$ cat src/rtl/rc_pkg.sv
package rc_pkg;

   // source selector for one rate slot
   localparam int SRC_PLAIN = 0;
   localparam int SRC_BY3   = 1;
   localparam int SRC_BY5   = 2;
   localparam int SRC_ON    = 3;
   localparam int SRC_OFF   = 4;

   // Rate slot layout: the top code is always on, code 0 is always off.
   // The two codes below the top use one bit of the plain and by-3 chains;
   // from there on each group of three takes plain, by-5, by-3 in turn with
   // one more bit, so the periods come out in ascending order.
   function automatic int slot_src(input int r, input int top);
      int j;
      if (r == top)          return SRC_ON;
      else if (r == 0)       return SRC_OFF;
      else if (r == top - 1) return SRC_PLAIN;
      else if (r == top - 2) return SRC_BY3;
      j = (top - 3) - r;
      case (j % 3)
         0:       return SRC_PLAIN;
         1:       return SRC_BY5;
         default: return SRC_BY3;
      endcase
   endfunction

   // index of the highest bit tested for a slot
   function automatic int slot_msb(input int r, input int top);
      int j;
      if (r == top || r == 0)            return 0;
      else if (r == top - 1 || r == top - 2) return 0;
      j = (top - 3) - r;
      case (j % 3)
         1:       return j / 3;
         default: return j / 3 + 1;
      endcase
   endfunction

endpackage

$ cat src/rtl/rc_binary_chain.sv
module rc_binary_chain #(
   parameter int          CNT_W    = 11,
   parameter logic [31:0] CNT_INIT = 32'h7FF
) (
   input  logic             clk,
   input  logic             rst,
   input  logic             tick,
   output logic [CNT_W-1:0] cnt
);

   localparam logic [CNT_W-1:0] INIT_V = CNT_W'(CNT_INIT);

   generate
      if (CNT_W < 1 || CNT_W > 31) begin : g_bad_width
         $error("rc_binary_chain: CNT_W out of range");
      end
   endgenerate

   always_ff @(posedge clk) begin
      if (rst)       cnt <= INIT_V;
      else if (tick) cnt <= cnt + 1'b1;
   end


   plain_step_chk: assert property (@(posedge clk) disable iff (rst)
      tick |=> cnt == CNT_W'($past(cnt) + 1'b1));


   plain_hold_chk: assert property (@(posedge clk) disable iff (rst)
      !tick |=> $stable(cnt));


   plain_reset_chk: assert property (@(posedge clk)
      rst |=> cnt == INIT_V);

endmodule

$ cat src/rtl/rc_prescaled_chain.sv
module rc_prescaled_chain #(
   parameter int          CNT_W    = 9,
   parameter int          DIV      = 3,
   parameter logic [31:0] CNT_INIT = 32'hA5,
   parameter int          PRE_INIT = 0
) (
   input  logic           clk,
   input  logic           rst,
   input  logic           tick,
   output logic [CNT_W:0] ext
);

   localparam int               PRE_W    = (DIV > 2) ? $clog2(DIV) : 1;
   localparam logic [PRE_W-1:0] PRE_LAST = PRE_W'(DIV - 1);
   localparam logic [PRE_W-1:0] PRE_RST  = PRE_W'(PRE_INIT);
   localparam logic [CNT_W-1:0] CNT_RST  = CNT_W'(CNT_INIT);

   generate
      if (DIV < 2) begin : g_bad_div
         $error("rc_prescaled_chain: DIV must be at least 2");
      end
      if (PRE_INIT < 0 || PRE_INIT >= DIV) begin : g_bad_pre
         $error("rc_prescaled_chain: PRE_INIT outside prescaler range");
      end
      if (CNT_W < 1 || CNT_W > 30) begin : g_bad_width
         $error("rc_prescaled_chain: CNT_W out of range");
      end
   endgenerate

   logic [PRE_W-1:0] pre;
   logic [CNT_W-1:0] cnt;
   logic             pre_wrap;

   assign pre_wrap = (pre == PRE_LAST);

   always_ff @(posedge clk) begin
      if (rst) begin
         pre <= PRE_RST;
         cnt <= CNT_RST;
      end else if (tick) begin
         if (pre_wrap) begin
            pre <= '0;
            cnt <= cnt + 1'b1;
         end else begin
            pre <= pre + 1'b1;
         end
      end
   end

   // prescaler's last state acts as an extra low bit
   assign ext = {cnt, pre_wrap};


   pre_wrap_chk: assert property (@(posedge clk) disable iff (rst)
      (tick && pre == PRE_LAST) |=> (pre == '0 && cnt == CNT_W'($past(cnt) + 1'b1)));


   pre_step_chk: assert property (@(posedge clk) disable iff (rst)
      (tick && pre != PRE_LAST) |=> (pre == PRE_W'($past(pre) + 1'b1) && $stable(cnt)));


   pre_range_chk: assert property (@(posedge clk) disable iff (rst)
      pre <= PRE_LAST);


   pre_hold_chk: assert property (@(posedge clk) disable iff (rst)
      !tick |=> ($stable(pre) && $stable(cnt)));


   pre_reset_chk: assert property (@(posedge clk)
      rst |=> (pre == PRE_RST && cnt == CNT_RST));

endmodule

$ cat src/rtl/rc_rate_decode.sv
module rc_rate_decode #(
   parameter int RATE_W = 5,
   parameter int A_W    = 11,
   parameter int B_W    = 10,
   parameter int C_W    = 9
) (
   input  logic [A_W-1:0]         a_val,
   input  logic [B_W-1:0]         b_ext,
   input  logic [C_W-1:0]         c_ext,
   output logic [2**RATE_W-1:0]   fire_vec
);
   import rc_pkg::*;

   localparam int N_RATE = 2 ** RATE_W;
   localparam int TOP    = N_RATE - 1;

   generate
      for (genvar r = 0; r < N_RATE; r++) begin : g_slot
         localparam int SRC = slot_src(r, TOP);
         localparam int MSB = slot_msb(r, TOP);
         if (SRC == SRC_ON) begin : g_on
            assign fire_vec[r] = 1'b1;
         end else if (SRC == SRC_OFF) begin : g_off
            assign fire_vec[r] = 1'b0;
         end else if (SRC == SRC_PLAIN) begin : g_plain
            localparam logic [A_W-1:0] M = A_W'((64'd1 << (MSB + 1)) - 64'd1);
            if (MSB >= A_W) begin : g_bad
               $error("rc_rate_decode: plain chain too narrow");
            end
            assign fire_vec[r] = ((a_val & M) == M);
         end else if (SRC == SRC_BY3) begin : g_by3
            localparam logic [B_W-1:0] M = B_W'((64'd1 << (MSB + 1)) - 64'd1);
            if (MSB >= B_W) begin : g_bad
               $error("rc_rate_decode: by-3 chain too narrow");
            end
            assign fire_vec[r] = ((b_ext & M) == M);
         end else begin : g_by5
            localparam logic [C_W-1:0] M = C_W'((64'd1 << (MSB + 1)) - 64'd1);
            if (MSB >= C_W) begin : g_bad
               $error("rc_rate_decode: by-5 chain too narrow");
            end
            assign fire_vec[r] = ((c_ext & M) == M);
         end
      end
   endgenerate

endmodule

$ cat src/rtl/shared_rate_timer.sv
module shared_rate_timer #(
   parameter int          RATE_W     = 5,
   parameter int          A_W        = 11,
   parameter int          B_W        = 9,
   parameter int          C_W        = 8,
   parameter logic [31:0] A_INIT     = 32'h7FF,
   parameter logic [31:0] B_INIT     = 32'hA5,
   parameter int          B_PRE_INIT = 0,
   parameter logic [31:0] C_INIT     = 32'h94,
   parameter int          C_PRE_INIT = 3
) (
   input  logic              clk,
   input  logic              rst,
   input  logic              tick_en,
   input  logic [RATE_W-1:0] rate_sel,
   output logic              fire
);

   localparam int N_RATE = 2 ** RATE_W;
   localparam int TOP    = N_RATE - 1;
   localparam int SLOTS  = A_W + (B_W + 1) + (C_W + 1);

   generate
      if (SLOTS != N_RATE - 2) begin : g_bad_slots
         $error("shared_rate_timer: chain widths do not fill the rate codes");
      end
      if (A_W != C_W + 3 || B_W != C_W + 1) begin : g_bad_ratio
         $error("shared_rate_timer: chain widths break ascending period order");
      end
   endgenerate

   logic [A_W-1:0]    a_val;
   logic [B_W:0]      b_ext;
   logic [C_W:0]      c_ext;
   logic [N_RATE-1:0] fire_vec;

   rc_binary_chain #(
      .CNT_W    (A_W),
      .CNT_INIT (A_INIT)
   ) u_plain (
      .clk  (clk),
      .rst  (rst),
      .tick (tick_en),
      .cnt  (a_val)
   );

   rc_prescaled_chain #(
      .CNT_W    (B_W),
      .DIV      (3),
      .CNT_INIT (B_INIT),
      .PRE_INIT (B_PRE_INIT)
   ) u_by3 (
      .clk  (clk),
      .rst  (rst),
      .tick (tick_en),
      .ext  (b_ext)
   );

   rc_prescaled_chain #(
      .CNT_W    (C_W),
      .DIV      (5),
      .CNT_INIT (C_INIT),
      .PRE_INIT (C_PRE_INIT)
   ) u_by5 (
      .clk  (clk),
      .rst  (rst),
      .tick (tick_en),
      .ext  (c_ext)
   );

   rc_rate_decode #(
      .RATE_W (RATE_W),
      .A_W    (A_W),
      .B_W    (B_W + 1),
      .C_W    (C_W + 1)
   ) u_decode (
      .a_val    (a_val),
      .b_ext    (b_ext),
      .c_ext    (c_ext),
      .fire_vec (fire_vec)
   );

   assign fire = fire_vec[rate_sel];


   always_on_chk: assert property (@(posedge clk) disable iff (rst)
      (rate_sel == RATE_W'(TOP)) |-> fire);


   never_fire_chk: assert property (@(posedge clk) disable iff (rst)
      (rate_sel == '0) |-> !fire);


   fastest_alt_chk: assert property (@(posedge clk) disable iff (rst)
      (rate_sel == RATE_W'(TOP - 1) && tick_en && fire) ##1
      (rate_sel == RATE_W'(TOP - 1)) |-> !fire);


   idle_hold_chk: assert property (@(posedge clk) disable iff (rst)
      (!tick_en && $stable(rate_sel)) ##1 $stable(rate_sel) |-> $stable(fire));

endmodule

$ cat config.mk
export PLATFORM = sky130hd
export DESIGN_NAME = shared_rate_timer
export DESIGN_NICKNAME = d
export VERILOG_FILES = /design/src/rtl/rc_pkg.sv /design/src/rtl/rc_binary_chain.sv /design/src/rtl/rc_prescaled_chain.sv /design/src/rtl/rc_rate_decode.sv /design/src/rtl/shared_rate_timer.sv
export SDC_FILE = /design/constraint.sdc
export NUM_CORES = 1
export LEC_CHECK = 0
export ABC_CLOCK_PERIOD_IN_PS = 2430
export BUFFER_PORTS_ARGS = -buffer_cell sky130_fd_sc_hd__clkbuf_2
export CORE_UTILIZATION = 60
export DETAILED_ROUTE_END_ITERATION = 10
export PLACE_DENSITY = 0.77
export SYNTH_ARGS = -nofsm -noshare
export SYNTH_HDL_FRONTEND = slang
export SYNTH_SLANG_ARGS = --single-unit
$ cat constraint.sdc
create_clock -name clk -period 2.43 [get_ports clk]
set_clock_uncertainty 0.05 [all_clocks]
set_input_delay 0.243 -clock clk [delete_from_list [all_inputs] [get_ports clk]]
set_output_delay 0.243 -clock clk [all_outputs]
set_load 0.03 [all_outputs]
After elaboration in Yosys (flattened, before gate mapping)
Index checks and enable logic that the tools add are counted.
{ "totals": {"inputBits": 8, "reg_bits": 33} }
{ "op_classes": {"muxes": 4, "n_lt_le_gt_ge": 1, "eq_ne": 29, "addsub": 5, "n_reduce_logical": 2} }
{ "ops": {"columns": ["cell", "n"], "rows": [
  ["9-bit == test (second input constant)", 3],
  ["8-bit == test (second input constant)", 3],
  ["7-bit == test (second input constant)", 3],
  ["10-bit == test (second input constant)", 2],
  ["6-bit == test (second input constant)", 3],
  ["5-bit == test (second input constant)", 3],
  ["3-bit == test (second input constant)", 4],
  ["4-bit == test (second input constant)", 3],
  ["11-bit by 1-bit adder with 11-bit output (second input constant)", 1],
  ["11-bit == test (second input constant)", 1],
  ["9-bit by 1-bit adder with 9-bit output (second input constant)", 1],
  ["8-bit by 1-bit adder with 8-bit output (second input constant)", 1],
  ["2-bit == test (second input constant)", 4],
  ["5-bit by 6-bit < comparator with 1-bit output (second input constant)", 1],
  ["1-bit binary-select mux with 5-bit select", 1],
  ["2-bit AND reduction", 2],
  ["3-bit by 1-bit adder with 3-bit output (second input constant)", 1],
  ["3-bit two-way mux", 1],
  ["2-bit by 1-bit adder with 2-bit output (second input constant)", 1],
  ["2-bit two-way mux", 1],
  ["1-bit two-way mux", 1]
]} }

Logic depth before layout (Yosys ltp)
{ "depth": {"ltp_word": 4, "ltp_mapped": 9} }

Cells and area by module
A second synthesis with hierarchy kept.
{ "hier_totals": {"hier_cells": 263, "hier_area_um2": 2203.4} }
{ "modules_own_cells": {"columns": ["module", "instances", "area_per_inst_um2", "cells_per_inst", "seq_area_each_um2"], "rows": [
  ["rc_prescaled_chain at u_by5", 1, 553.0, 60, 220.2],
  ["rc_binary_chain", 1, 514.2, 55, 220.2],
  ["rc_prescaled_chain at u_by3", 1, 509.2, 57, 220.2],
  ["shared_rate_timer", 1, 325.3, 41, 0.0],
  ["rc_rate_decode", 1, 301.5, 50, 0.0]
]} }

Least setup slack after synthesis
No wires, ideal clock.
{ "synth_path": {"path_type": "register to output", "startpoint": "register u_plain.cnt[0]", "endpoint": "output fire", "path_buffers": 1, "setup_slack_ns": -0.109, "required_ns": 2.137, "arrival_time_ns": 2.246, "path_stages_with_launch": 9, "path_cell_list": "dfxtp_1 -> ha_1 -> and3_1 -> buf_2 -> ha_1 -> nand2_1 -> o311a_1 -> o31a_1 -> o32ai_1"} }
{ "synth_between": {"elab_chain_cells": 3} }
{ "synth_rtl": {"columns": ["item", "line_no", "rtl"], "rows": [
  ["start: declaration", "rc_binary_chain.sv:8", "output logic [CNT_W-1:0] cnt"],
  ["start signal: assignment", "rc_binary_chain.sv:21", "else if (tick) cnt <= cnt + 1'b1;"],
  ["11-bit == test (tied with other cells)", "rc_rate_decode.sv:30", "assign fire_vec[r] = ((a_val & M) == M);"],
  ["1-bit binary-select mux with 5-bit select *", "shared_rate_timer.sv:83", "assign fire = fire_vec[rate_sel];"],
  ["1-bit two-way mux (not written as such) *", "shared_rate_timer.sv:83", null],
  ["end: declaration", "shared_rate_timer.sv:16", "output logic fire"]
]} }
Every way passes the cells marked *; elsewhere a longest branch is shown, timed or not. The select of a mux whose other input is x is not followed.

Final worst setup path
{ "layout_path": {"startpoint": "register u_by5.pre[0]", "endpoint": "output fire"} }
{ "layout_between": {"elab_chain_cells": 4} }
{ "layout_rtl": {"columns": ["item", "line_no", "rtl"], "rows": [
  ["start: declaration", "rc_prescaled_chain.sv:30", "logic [PRE_W-1:0] pre;"],
  ["start signal: assignment", "rc_prescaled_chain.sv:45", "pre <= pre + 1'b1;"],
  ["3-bit == test *", "rc_prescaled_chain.sv:34", "assign pre_wrap = (pre == PRE_LAST);"],
  ["9-bit == test (tied with other cells)", "rc_rate_decode.sv:42", "assign fire_vec[r] = ((c_ext & M) == M);"],
  ["1-bit binary-select mux with 5-bit select *", "shared_rate_timer.sv:83", null],
  ["1-bit two-way mux (not written as such) *", "shared_rate_timer.sv:83", null]
]} }
Marked as above.

==> impl_metrics.py <==
metrics = {
    "power_and_ir_drop": {
        "ir_worst_vdd_mv": 0.456,
        "seqPwrFrac": 0.442,
        "p_sw_frac": 0.298,
        "p_sw_uw": 422,
        "combPwrFrac": 0.244,
        "p_leak_nw": 0.864,
        "pwr-share-clk": 0.314,
        "internal_power_uw": 995,
        "p_per_area_nw_per_um2": 659,
    },
    "layout": {
        "drive_gt1_frac": 0.228,
        "n_antenna_cell": 0,
        "final_core_util": 0.754,
        "fin_nets": 252,
        "area_delta_synth_final_pct": 15.0,
        "final_cells": 268,
        "stdcell_area_um2": 2150,
        "n_fill_cell": 206,
    },
    "worst_hold_path": {
        "hp-class": "in2reg",
        "whs_path_depth": 2,
        "min_from": "rst",
        "hold_end": "u_by3.pre[1]",
    },
    "logic_synthesis": {
        "synth_edf_count": 0,
        "netlist_area_um2": 1870,
        "synthTopCellsByCount": "33 x dfxtp_1, 30 x nand2_1, 19 x nor2_1",
        "synthArstFlopShare": 0,
        "yosysMostFrequentCell": "dfxtp_1",
        "syn-num-nets": 241,
        "yosysUniqueCellTypes": 43,
        "ys_ff_latch": 33,
        "synth_ff_type": "dfxtp_1",
        "ys_seq_area_frac": 0.353,
        "yosys-top-cells-area": "dfxtp_1 35%, nand2_1 6.0%, xor2_1 5.6%",
        "yosysWarnings": 0,
        "syn_avg_cell_area_um2": 8.31,
        "yosysTopAreaCell": "dfxtp_1",
        "synth_top_area_frac": 0.353,
        "syn_inst": 225,
    },
    "timing": {
        "final.setup.worst_slack_ns": -0.0228,
        "tns_ns": -0.0228,
        "worst_slew_pin_slew_ns": 0.603,
        "hold_viol_final": 0,
        "finalMaxSlewViolations": 0,
        "setup_violations": 1,
        "post-route-period-util": 1.01,
        "rsz0062_at_grt": "true",
        "fmaxAchievable_ghz": 0.408,
        "slew_headroom": 0.598,
        "layout_min_cycle_time_ns": 2.45,
    },
    "placement": {
        "dp_hpwl_um": 2860,
        "dp_cells": 253,
        "gp_congestion": 0.835,
        "io_buffer_count": 8,
        "dpl_cell_area_um2": 1920,
        "detailedPlace.worstSlack_ns": 0.0543,
    },
    "floorplan": {
        "core_area_um2": 2850,
        "dieArea_um2": 3340,
        "start_util": 0.656,
        "rows": 19,
        "die_h_um": 57.8,
        "fp.dieW_um": 57.8,
        "num_io_pins": 9,
    },
    "routing": {
        "first_pass_iters": 7,
        "num_vias": 1733,
        "post_drt_via_cell_ratio": 6.47,
        "routed_wl_um": 4380,
        "drc_errors": 1,
        "drtIter0Drc": 189,
        "avgRoutedWirePerCell_um": 16.4,
        "postRouteAntennaNets": 0,
    },
    "worst_setup_path": {
        "crit_chain": "inv_2 > ha_2 > and2_1 > a211o_1 > a31oi_1 > o31a_1 > o32ai_2 > clkbuf_8",
        "crit_path_max_fanout": 5,
        "startpoint_type": "flop",
        "cp-end-kind": "output port",
        "crit_arrival_ns": 2.16,
        "rr_worst_depth": 6,
        "critPathMaxStageDelay_ns": 0.35,
        "r2r_slack_ns": 0.82,
        "path_buf_inv": 2,
        "worstReg2RegEnd": "u_by3.cnt[7]",
        "worst-setup-path-type": "reg2out",
        "cp.required_ns": 2.14,
        "r2r-start": "u_by3.pre[0]",
        "cp_slowest_cell": "dfxtp_2",
        "cp_top_family": "compound AO/OA/AOI/OAI gates",
    },
    "global_route": {
        "grt_overflow": 0,
        "grt.total_usage": 0.283,
        "grt_pass1_vias": 1576,
        "grt_pass1_wl_um": 7160,
        "antenna_found_initial": 0,
        "grt_max_degree": 22,
    },
    "clock_network": {
        "cts_tree": "done",
        "htree_levels": 2,
        "clk_pin_slew_ns": 0.11,
        "cts_root_buf": "clkbuf_4",
        "clockBufferDepth": 2,
        "cts_hold_buf": 0,
        "cts_sinks": 33,
        "insertion_delay_ns": 0.36,
        "cts_made_buffers": 5,
    },
    "status": {
        "outcome": "finished, violations left",
        "violations": "DRC, setup timing",
    },
    "run": {
        "max-cap-violations": 0,
    },
}
[layout make-up]
cell class                      instances  area [um^2]  area share
Sequential cell                        33          676       0.314
Timing Repair Buffer                   18          124      0.0576
Clock inverter                          2         37.5      0.0174
Inverter                                8         30.0      0.0140
Tap cell                               31         38.8      0.0180
Multi-Input combinational cell        170         1190       0.555
Clock buffer                            6         51.3      0.0238
[worst max path at each step]
stage,start,endpoint,slack [ns],cells after the start
global route,u_plain.cnt[0],fire,-0.08,9
floorplan,u_plain.cnt[0],fire,0.17,8
global placement,u_plain.cnt[0],fire,0.18,8
detailed placement,u_plain.cnt[0],fire,0.05,8
finish,u_by5.pre[0],fire,-0.02,8
CTS,u_plain.cnt[0],fire,0.001,8
[routing by layer]
| layer | global-route usage | up-vias | wire length [um] |
|---|---|---|---|
| li1 | - | 834 | - |
| met1 | 0.377 | 807 | 1930 |
| met2 | 0.445 | 77 | 2050 |
| met3 | 0.0670 | 15 | 307 |
| met4 | 0.112 | 0 | 95 |
| met5 | 0 | - | 0 |
[kinds of logic after synthesis]
logic type | after synthesis | share of synthesized area
flops | 33 | 0.353
xor+xnor | 18 | 0.0843
compound gates | 36 | 0.136
mux | 8 | 0.0435
fa+ha+maj | 8 | 0.0535
buf+inv | 22 | 0.0475
simple gates | 100 | 0.282
[registers in the layout, summed over array words and instances (netlist names)]
signal,count
u_by5.cnt,8
u_by5.pre,3
u_plain.cnt,11
u_by3.pre,2
u_by3.cnt,9
[layout by cell type, fill, tap and decap left out, types with 3 or more instances in the layout]
| cell type | synthesis | final |
|---|---|---|
| a21oi_1 | 8 | 8 |
| a311oi_1 | 3 | 3 |
| a31oi_1 | 3 | 3 |
| and2_1 | 8 | 6 |
| and3_1 | 5 | 4 |
| and3b_1 | 3 | 3 |
| and4_1 | 5 | 3 |
| buf_4 | 1 | 10 |
| clkbuf_2 | 0 | 7 |
| clkbuf_4 | 0 | 5 |
| dfxtp_1 | 33 | 25 |
| dfxtp_2 | 0 | 6 |
| ha_1 | 8 | 4 |
| inv_1 | 8 | 6 |
| mux2i_1 | 7 | 7 |
| nand2_1 | 30 | 28 |
| nand2_2 | 1 | 3 |
| nand3_1 | 8 | 8 |
| nand3b_1 | 3 | 3 |
| nand4_1 | 10 | 10 |
| nor2_1 | 19 | 19 |
| o211ai_1 | 3 | 3 |
| o21ai_0 | 6 | 6 |
| xnor2_1 | 6 | 6 |
| xor2_1 | 12 | 12 |
[through the flow]
stage / power, mW / hold WS [ns]
2_1_floorplan: 0.835 / 0.262
3_3_place_gp: 0.887 / 0.416
3_5_place_dp: 0.902 / 0.425
4_1_cts: 1.39 / 0.204
5_1_grt: 1.48 / 0.231
6_report: 1.42 / 0.194
[power by group through the flow]
| stage | logic, mW | clock network (mW) | registers, mW |
|---|---|---|---|
| floorplan | 0.209 | 0 | 0.626 |
| global placement | 0.256 | 0 | 0.631 |
| detailed placement | 0.266 | 0 | 0.636 |
| CTS | 0.315 | 0.445 | 0.625 |
| global route | 0.377 | 0.473 | 0.632 |
| finish | 0.346 | 0.446 | 0.626 |
[what timing repair did]
item / in CTS / in global routing
endpoints found under the setup margin: 1 / 1
pin swaps: 7 / 5
gates resized for setup: 26 / 8
buffers inserted: 6 / 1
cloned: 0 / 0
(Power assumes the default switching activity.)
